--- config.mk ---
export PLATFORM = sky130hd
export DESIGN_NAME = f2i_sat_conv
export DESIGN_NICKNAME = d
export VERILOG_FILES = /design/src/rtl/f2i_pkg.sv /design/src/rtl/f2i_unpack.sv /design/src/rtl/f2i_shift_sat.sv /design/src/rtl/f2i_sat_conv.sv
export SDC_FILE = /design/constraint.sdc
export NUM_CORES = 1
export LEC_CHECK = 0
export BUFFER_PORTS_ARGS = -buffer_cell sky130_fd_sc_hd__buf_4
export CORE_MARGIN = 2
export CORE_UTILIZATION = 40
export CTS_CLUSTER_SIZE = 20
export DETAILED_ROUTE_END_ITERATION = 10
export GPL_TIMING_DRIVEN = 1
export PLACE_DENSITY = 0.62
export SLEW_MARGIN = 10
export SYNTH_ARGS = -nofsm -noshare
export SYNTH_HDL_FRONTEND = slang
export SYNTH_SLANG_ARGS = --single-unit
export TNS_END_PERCENT = 10
--- constraint.sdc ---
create_clock -name clk -period 15.3 [get_ports clk]
set_input_delay 2.295 -clock clk [delete_from_list [all_inputs] [get_ports clk]]
set_output_delay 2.295 -clock clk [all_outputs]
set_load 0.02 [all_outputs]
--- src/rtl/f2i_pkg.sv ---
// Shared constants and the decoded-operand record used by the converter.
package f2i_pkg;
    localparam int DW_EXP  = 11;               // binary64 exponent width
    localparam int DW_FRAC = 52;               // binary64 fraction width
    localparam int SW_EXP  = 8;                // binary32 exponent width
    localparam int SW_FRAC = 23;               // binary32 fraction width
    localparam int DBIAS   = 1023;
    localparam int SBIAS   = 127;
    localparam int MANT_W  = DW_FRAC + 1;      // mantissa with hidden bit
    localparam int EXP_W   = DW_EXP + 2;       // signed unbiased exponent

    typedef struct packed {
        logic                    sign;
        logic                    nan;
        logic                    inf;
        logic                    tiny;   // zero, denormal or |x| < 1
        logic                    frac_zero;
        logic signed [EXP_W-1:0] exp_unb;
        logic [MANT_W-1:0]       mant;   // hidden bit at MSB
    } f2i_cls_t;
endpackage

--- src/rtl/f2i_unpack.sv ---
// Splits a binary32 or binary64 operand into sign, unbiased exponent and a
// left-aligned 53-bit mantissa, and classifies it.
// Assumes a binary32 operand sits in bits 31:0; upper bits are ignored.
module f2i_unpack
    import f2i_pkg::*;
(
    input  logic        src_dbl,
    input  logic [63:0] src_bits,
    output f2i_cls_t    cls
);
    logic [DW_EXP-1:0]  exp_f;
    logic [DW_FRAC-1:0] frac_f;
    logic               exp_ones;
    logic               exp_zero;

    // Pick fields of the selected format and widen them to a common shape.
    always_comb begin
        if (src_dbl) begin
            exp_f    = src_bits[62:52];
            frac_f   = src_bits[51:0];
            exp_ones = &src_bits[62:52];
            exp_zero = ~|src_bits[62:52];
            cls.sign = src_bits[63];
            cls.exp_unb = EXP_W'($signed({2'b00, exp_f})) - EXP_W'(DBIAS);
        end else begin
            exp_f    = {3'b000, src_bits[30:23]};
            frac_f   = {src_bits[22:0], 29'b0};
            exp_ones = &src_bits[30:23];
            exp_zero = ~|src_bits[30:23];
            cls.sign = src_bits[31];
            cls.exp_unb = EXP_W'($signed({2'b00, exp_f})) - EXP_W'(SBIAS);
        end
    end

    // Classify the operand.
    always_comb begin
        cls.frac_zero = ~|frac_f;
        cls.nan       = exp_ones & ~cls.frac_zero;
        cls.inf       = exp_ones & cls.frac_zero;
        cls.tiny      = exp_zero | (cls.exp_unb < 0);
        cls.mant      = {~exp_zero, frac_f};
    end
endmodule

--- src/rtl/f2i_shift_sat.sv ---
// Produces the integer from a decoded operand: aligns the mantissa by the
// exponent, applies the sign, and clamps NaN, infinity and overflow.
// Assumes the decoded record from f2i_unpack.
module f2i_shift_sat
    import f2i_pkg::*;
#(
    parameter int OUT_W = 64,
    parameter int NARROW_W = 32
) (
    input  f2i_cls_t          cls,
    input  logic              dst_long,
    output logic [OUT_W-1:0]  value
);
    localparam int SH_W = $clog2(OUT_W) + 1;
    localparam logic [OUT_W-1:0] MAX_L = {1'b0, {(OUT_W-1){1'b1}}};
    localparam logic [OUT_W-1:0] MIN_L = {1'b1, {(OUT_W-1){1'b0}}};
    localparam logic [OUT_W-1:0] MAX_N = {{(OUT_W-NARROW_W+1){1'b0}}, {(NARROW_W-1){1'b1}}};
    localparam logic [OUT_W-1:0] MIN_N = {{(OUT_W-NARROW_W+1){1'b1}}, {(NARROW_W-1){1'b0}}};

    logic signed [EXP_W-1:0] lim;
    logic [OUT_W-1:0]        wide_m;
    logic [OUT_W-1:0]        mag;
    logic [OUT_W-1:0]        signed_v;
    logic [SH_W-1:0]         sh_amt;
    logic                    over;
    logic                    exact_min;

    // Align the mantissa: right shift below 2^52, left shift above.
    always_comb begin
        wide_m = OUT_W'(cls.mant);
        sh_amt = '0;
        mag    = '0;
        if (!cls.tiny && cls.exp_unb <= EXP_W'(MANT_W - 1)) begin
            sh_amt = SH_W'(EXP_W'(MANT_W - 1) - cls.exp_unb);
            mag    = wide_m >> sh_amt;
        end else if (!cls.tiny && cls.exp_unb < EXP_W'(OUT_W)) begin
            sh_amt = SH_W'(cls.exp_unb - EXP_W'(MANT_W - 1));
            mag    = wide_m << sh_amt;
        end
    end

    // Decide range, then select saturated, zero or signed magnitude.
    always_comb begin
        lim       = dst_long ? EXP_W'(OUT_W - 1) : EXP_W'(NARROW_W - 1);
        exact_min = cls.sign & cls.frac_zero & (cls.exp_unb == lim);
        over      = cls.inf | (!cls.tiny && cls.exp_unb >= lim && !exact_min);
        signed_v  = cls.sign ? (~mag + 1'b1) : mag;
        if (cls.nan) begin
            value = '0;
        end else if (over || exact_min) begin
            if (dst_long) value = cls.sign ? MIN_L : MAX_L;
            else          value = cls.sign ? MIN_N : MAX_N;
        end else if (cls.tiny) begin
            value = '0;
        end else if (dst_long) begin
            value = signed_v;
        end else begin
            value = {{(OUT_W-NARROW_W){signed_v[NARROW_W-1]}}, signed_v[NARROW_W-1:0]};
        end
    end
endmodule

--- src/rtl/f2i_sat_conv.sv ---
// Top of the converter: one register stage after the combinational unpack
// and align/saturate logic. Assumes a synchronous active-low reset.
module f2i_sat_conv
    import f2i_pkg::*;
#(
    parameter int OUT_W = 64,
    parameter int NARROW_W = 32
) (
    input  logic             clk,
    input  logic             rst_n,
    input  logic             in_valid,
    input  logic             src_dbl,
    input  logic             dst_long,
    input  logic [63:0]      src_bits,
    output logic             out_valid,
    output logic [OUT_W-1:0] result
);
    f2i_cls_t         cls;
    logic [OUT_W-1:0] conv;

    f2i_unpack u_unpack (
        .src_dbl  (src_dbl),
        .src_bits (src_bits),
        .cls      (cls)
    );

    f2i_shift_sat #(.OUT_W(OUT_W), .NARROW_W(NARROW_W)) u_shift (
        .cls      (cls),
        .dst_long (dst_long),
        .value    (conv)
    );

    // Output stage: capture a converted operand, clear on reset.
    always_ff @(posedge clk) begin
        if (!rst_n) begin
            out_valid <= 1'b0;
            result    <= '0;
        end else begin
            out_valid <= in_valid;
            if (in_valid) result <= conv;
        end
    end

    p_valid_lat_r9: assert property (@(posedge clk) disable iff (!rst_n)
        in_valid |=> out_valid);
    p_idle_lat_r9: assert property (@(posedge clk) disable iff (!rst_n)
        !in_valid |=> !out_valid);
    p_nan_zero_r2: assert property (@(posedge clk) disable iff (!rst_n)
        (in_valid && cls.nan) |=> (result == '0));
    p_pos_sat_r4: assert property (@(posedge clk) disable iff (!rst_n)
        (in_valid && cls.inf && !cls.sign && dst_long) |=>
        (result == {1'b0, {(OUT_W-1){1'b1}}}));
    p_neg_sat_r5: assert property (@(posedge clk) disable iff (!rst_n)
        (in_valid && cls.inf && cls.sign && !dst_long) |=>
        (result == {{(OUT_W-NARROW_W+1){1'b1}}, {(NARROW_W-1){1'b0}}}));
    p_sext_r8: assert property (@(posedge clk) disable iff (!rst_n)
        (in_valid && !dst_long) |=>
        (result[OUT_W-1:NARROW_W] == {(OUT_W-NARROW_W){result[NARROW_W-1]}}));
    p_sign_r1: assert property (@(posedge clk) disable iff (!rst_n)
        (in_valid && !cls.nan && cls.sign) |=> (result[OUT_W-1] || result == '0));
endmodule

==> impl_metrics.py, run 1 <==
metrics = {
    "outcome": {
        "status": "complete, no violations",
    },
    "placement": {
        "numPortBuffers": 133,
        "dp.cells": 2464,
        "dpl_cell_area_mm2": 0.0157,
        "dp.final_hpwl_um": 54800,
        "gp_congestion": 1.06,
        "pre_cts_ws_ns": 4.80,
    },
    "pwr": {
        "power_frac_seq_pct": 13.4,
        "p_comb_share_pct": 72.5,
        "p_int_uw": 697,
        "p_leak_nw": 6.28,
        "peakVddDrop_uv": 54.5,
        "clockPowerShare_pct": 14.1,
        "p_per_area_mw_per_mm2": 93.3,
        "p_sw_share_pct": 53.3,
        "power_switching_uw": 797,
    },
    "sta": {
        "fin_crit_ns": 10.48,
        "drv_slew": 0,
        "fin_crit_sh_pct": 68.5,
        "fin_skew_ns": 0,
        "relSlewSlack_pct": 13.9,
        "worst_slew_pin_slew_ns": 1.28,
        "setup_violations": 0,
        "setup_ws_ns": 4.82,
        "hold_violations": 0,
        "rsz0062_at_grt": "false",
        "tns_ns": 0,
        "clock.fmax_mhz": 95.4,
    },
    "job": {
        "maxCapViolCount": 0,
    },
    "worst_setup_path": {
        "r2r_end": "result[49]",
        "cp_data_arrival_time_ns": 10.69,
        "cp.required_ns": 15.51,
        "critical_path.max_fanout": 65,
        "start_kind": "input pin",
        "regToRegSetupSlack_ns": 14.28,
        "rr_startpoint": "result[49]",
        "r2r_cells": 4,
        "critPathCaptureType": "flop",
        "crit_type": "in -> reg",
    },
    "synth": {
        "synthFlopType": "dfxtp_1",
        "syn_nets": 2094,
        "yosysMostFrequentCell": "nor2_1",
        "synth_top_area_share_pct": 12.6,
        "ys_warn_count": 0,
        "ys_ff_latch": 65,
        "netlist.top_cell.by_area": "mux2i_1",
        "synth_area_leaders": "mux2i_1, dfxtp_1, mux2_2",
        "postSynthCellCount": 2014,
        "synth.distinct_cells": 114,
        "async_flop_share_pct": 0,
        "netlist_area_mm2": 0.0147,
        "synth.avg_cell_area_um2": 7.30,
        "synth_edf_count": 0,
        "seq_area_frac_synth_pct": 8.85,
        "synth_common_cells": "nor2_1, mux2i_1, nand2_1, a21oi_1, o21ai_0",
    },
    "clock_network": {
        "numCtsBuffers": 9,
        "cts_tree": "yes",
        "cts_resized": 0,
        "postCtsSetupRepairBufs": 0,
        "root_buffer": "clkbuf_16",
        "h-tree-depth": 3,
        "cts_buffer_depth": 2,
        "clock-sinks": 65,
        "postCtsHoldBufs": 0,
        "clkLatencyLatePin_ns": 0.33,
        "clk_pin_slew_ns": 0.05,
    },
    "routing": {
        "via_per_inst": 7.04,
        "wirelength_um": 71000,
        "drt_iter0_markers": 2498,
        "vias": 17500,
        "wire_per_inst_um": 28.6,
        "first_pass_iters": 6,
        "antenna_left": 0,
        "drcViolationCount": 0,
    },
    "floorplanning": {
        "top_level_ports": 134,
        "die_area_mm2": 0.0383,
        "placementRows": 70,
        "die-height_um": 196,
        "initial_core_util_pct": 40.3,
        "coreArea_mm2": 0.0364,
        "die_w_um": 196,
    },
    "hold_path": {
        "whs_path_depth": 1,
        "min_to": "result[31]",
        "worstHoldStart": "result[31]",
        "hold_path_class": "reg -> reg",
    },
    "final_layout": {
        "multi_input_area_mm2": 0.0125,
        "nFillCells": 3822,
        "finish.instance_area_mm2": 0.0160,
        "finalNonFillerCells": 2480,
        "area_growth_pct": 8.97,
        "layout-drive-gt1-share_pct": 18.3,
        "nets": 2087,
        "seqCellArea_mm2": 0.00130,
        "utilization_pct": 44.0,
    },
    "grt": {
        "grt_max_degree": 66,
        "grt_pass1_wl_um": 105000,
        "grt_pass1_vias": 16200,
        "grt_usage_pct": 36.0,
        "grt_overflow": 0,
        "antenna_found_initial": 1,
    },
}
cells by family after synthesis:
group / after synthesis / share of synthesized area [%]
mux: 301 / 24.1
buf+inv: 212 / 7.05
fa+ha+maj: 11 / 0.936
xor+xnor: 66 / 4.49
flops: 65 / 8.85
compound gates: 663 / 30.9
simple gates: 696 / 23.6
flip-flops by register name, indices dropped and copies added (netlist names):
| signal | count |
|---|---|
| result | 64 |
| out_valid | 1 |
metal layers:
| metal | GRT usage [%] | up-vias | routed length, um |
|---|---|---|---|
| met2 | 56.5 | 1111 | 30700 |
| met4 | 17.6 | 0 | 4240 |
| li1 | - | 7714 | - |
| met3 | 6.34 | 203 | 6780 |
| met1 | 47.7 | 8438 | 29300 |
| met5 | 0 | - | 0 |
metrics by stage:
step                hold slack (ns)  total power, mW
floorplan                     0.525            0.925
global placement              0.440             1.25
detailed placement            0.445             1.24
CTS                           0.458             1.46
global route                  0.484             1.56
finish                        0.454             1.49
layout make-up:
type,count,share of cell area (%)
Tap cell,468,3.66
Multi-Input combinational cell,1737,77.8
Clock buffer,12,1.60
Sequential cell,65,8.12
Timing Repair Buffer,170,7.97
Clock inverter,3,0.250
Inverter,24,0.578
Antenna cell,1,0.0156
critical path: stages:
cell and delay, ns:
buf_4 0.40, ha_1 0.65, xnor2_4 0.09, buf_4 0.31, mux2i_4 0.75, inv_2 0.47, ha_2 0.46, buf_4 0.58
clkinv_1 0.58, nand2_1 0.39, a2bb2oi_1 0.25, nor2_1 0.13, a211oi_1 0.81, and3_1 0.38, and4b_1 0.29, nand4_4 0.19
mux2_4 0.38, o21bai_2 0.69, and2b_4 0.34, o21ai_1 0.09
worst max path at each step:
| stage | startpoint | to | slack (ns) |
|---|---|---|---|
| 2_1_floorplan | src_bits[52] | result[58] | 7.03 |
| 3_3_place_gp | src_bits[52] | result[56] | 4.87 |
| 3_5_place_dp | src_bits[52] | result[40] | 4.80 |
| 4_1_cts | src_bits[52] | result[40] | 5.09 |
| 5_1_grt | src_bits[52] | result[37] | 4.63 |
| 6_report | src_bits[52] | result[40] | 4.82 |
placed cells by master (no fill, tap or decap), drive strengths merged, types with 14 or more instances in the layout:
cell / n
and3: 23
o2bb2ai: 22
nand2: 178
nor2b: 16
mux2i: 189
xnor2: 36
and2: 22
dfxtp: 65
a211oi: 49
nor2: 197
mux2: 80
o32ai: 15
nor3: 66
o211ai: 21
or3: 15
nand3: 68
nand2b: 27
a22oi: 19
mux4: 32
nor4: 15
nand4: 23
o31ai: 14
buf: 170
o22ai: 42
a21oi: 134
xor2: 27
o21a: 17
a211o: 17
o21ai: 138
inv: 21
a31oi: 34
power by group through the flow:
stage | Sequential, mW | Clock (mW) | Combinational (mW)
final | 0.200 | 0.210 | 1.08
after global placement | 0.204 | 0 | 1.04
after CTS | 0.201 | 0.213 | 1.04
after detailed placement | 0.204 | 0 | 1.04
after global routing | 0.202 | 0.220 | 1.13
after floorplan | 0.224 | 0 | 0.701
(Power assumes the default switching activity.)
==> inputs of run 2 (changes only) <==
PLACE_DENSITY = 0.65   (was 0.62)
clock period = 8.7 ns   (was 15.3 ns; I/O delays follow)
==> run 2 against run 1 <==
  * Routed wire length is 4.6% higher
  * Worst hold slack got worse by 0.0048 ns
  * Final cell count increased by 1.0%
  * Critical path depth decreased by 1
  * Register-to-register slack worse by 6.6 ns
  * Clock skew stayed put
  * Largest power group unchanged
==> impl_metrics.py, run 2 (synthesis gave the netlist of run 1 again) <==
metrics = {
    "clock_network": {
        "postCtsSetupRepairBufs": 0,
        "clk_pin_slew_ns": 0.06,
        "cts_buffer_depth": 2,
        "cts_tree": "yes",
        "h-tree-depth": 3,
        "postCtsHoldBufs": 0,
        "cts_resized": 0,
        "clock-sinks": 65,
        "root_buffer": "clkbuf_16",
        "clkLatencyLatePin_ns": 0.33,
        "numCtsBuffers": 9,
    },
    "sta": {
        "hold_violations": 0,
        "drv_slew": 0,
        "setup_violations": 0,
        "hold_ws_ns": 0.449,
        "relSlewSlack_pct": 23.2,
        "tns_ns": 0,
        "fin_crit_ns": 7.65,
        "setup_ws_ns": 1.05,
        "worst_slew_pin_slew_ns": 1.15,
        "rsz0062_at_grt": "false",
        "fin_crit_sh_pct": 88.0,
        "clock.fmax_mhz": 131,
        "fin_skew_ns": 0,
    },
    "worst_setup_path": {
        "r2r_cells": 4,
        "cp_data_arrival_time_ns": 7.87,
        "crit_type": "in -> reg",
        "crit_cells": 19,
        "max_stage_delay_ns": 0.93,
        "critPathCaptureType": "flop",
        "critical_path.max_fanout": 37,
        "cpMaxStageDelayCell": "o211ai_1",
        "path_cells": "buf_4 -> inv_1 -> ha_1 -> mux2i_4 -> buf_4 -> nand2_1 -> a211oi_2 -> nand2_1 -> o211ai_1 -> nand2_2 -> o32ai_1 -> buf_4 -> nor2_1 -> and4b_1 -> nand4_4 -> mux2_4 -> o21bai_2 -> and2b_4 -> o21ai_1",
        "start_kind": "input pin",
        "crit_family": "compound AO/OA/AOI/OAI gates",
        "cp.required_ns": 8.92,
        "cp_num_buf_inv": 4,
        "crit_top_cell": "buf_4",
    },
    "final_layout": {
        "final_common_cell": "buf_4",
        "nFillCells": 3747,
        "layout-drive-gt1-share_pct": 19.3,
        "top_register": "result",
        "final_cell_mix": "buf_4, nor2_1, mux2i_1, nand2_1, a21oi_1",
        "area_growth_pct": 10.8,
        "top_regs": "result: 64 flops, out_valid: 1 flops",
        "finalNonFillerCells": 2506,
        "nets": 2112,
        "largest_reg_flops": 64,
    },
    "floorplanning": {
        "die_area_mm2": 0.0383,
        "die_w_um": 196,
        "initial_core_util_pct": 40.3,
        "top_level_ports": 134,
        "coreArea_mm2": 0.0364,
        "placementRows": 70,
        "die-height_um": 196,
    },
    "hold_path": {
        "whs_path_depth": 2,
        "hold_path_class": "reg -> reg",
    },
    "routing": {
        "antenna_left": 0,
        "vias": 17500,
        "via_per_inst": 7.00,
        "wirelength_um": 74200,
        "drt_iter0_markers": 2542,
        "wire_per_inst_um": 29.6,
        "first_pass_iters": 8,
        "drcViolationCount": 0,
    },
    "outcome": {
        "status": "complete, no violations",
    },
    "pwr": {
        "finalPower_mw": 2.77,
        "p_per_area_mw_per_mm2": 170,
        "peakVddDrop_uv": 85.1,
        "p_leak_nw": 6.43,
    },
    "grt": {
        "grt_pass1_vias": 16200,
        "grt_overflow": 0,
        "antenna_found_initial": 1,
        "grt_usage_pct": 37.5,
        "grt_pass1_wl_um": 109000,
        "grt_max_degree": 77,
    },
    "job": {
        "maxCapViolCount": 0,
    },
    "placement": {
        "numPortBuffers": 133,
        "gp_congestion": 1.08,
        "pre_cts_ws_ns": 0.966,
        "dp.cells": 2489,
        "dp.final_hpwl_um": 58100,
    },
}
-- run 2: changes by cell type in the layout (fill, tap and decap cells not counted) --
cell	change
buf_4	+23
buf_12	+2
bufinv_16	+2
clkbuf_8	-2
clkinv_2	-2
clkinv_4	+2
inv_6	+2
a2111oi_1	+1
a2111oi_2	-1
clkbuf_1	-1
-- run 2: per-layer routing --
layer,track usage (%),share of wire (%),vias up
met5,0,0,-
met1,50.7,42,8508
met3,6.76,9.2,214
li1,-,-,7764
met4,16.0,5.0,0
met2,58.9,44,1054
-- run 2: worst min-delay path, stage by stage, from the launching register on --
cell	delay, ns
dfxtp_1	0.31
nand2_1	0.05
o21ai_1	0.05
-- run 2: final cells by class --
| cell class | instances | area, um2 | share of cell area [%] |
|---|---|---|---|
| Antenna cell | 1 | 2.50 | 0.0154 |
| Clock buffer | 9 | 225 | 1.38 |
| Clock inverter | 7 | 125 | 0.769 |
| Inverter | 24 | 92.6 | 0.569 |
| Multi-Input combinational cell | 1737 | 12500 | 76.5 |
| Sequential cell | 65 | 1300 | 7.99 |
| Tap cell | 468 | 586 | 3.60 |
| Timing Repair Buffer | 195 | 1490 | 9.15 |
-- run 2: per-stage QoR --
step	util (%)	instance area, um2
CTS	44.7	16300
detailed placement	43.7	15900
global route	44.7	16300
floorplan	-	14700
finish	44.7	16300
global placement	43.7	15900
-- run 2: final timing paths --
check,startpoint,to,slack (ns)
setup / recovery,src_bits[23],result[45],1.05
setup reg to reg,result[49],result[49],7.68
hold reg to reg,result[37],result[37],0.45
hold / removal,result[37],result[37],0.45
-- run 2: power breakdown --
part	internal (mW)	total, mW	switching [mW]
logic	0.690	1.99	1.30
clock network	0.283	0.433	0.150
registers	0.331	0.350	0.0187
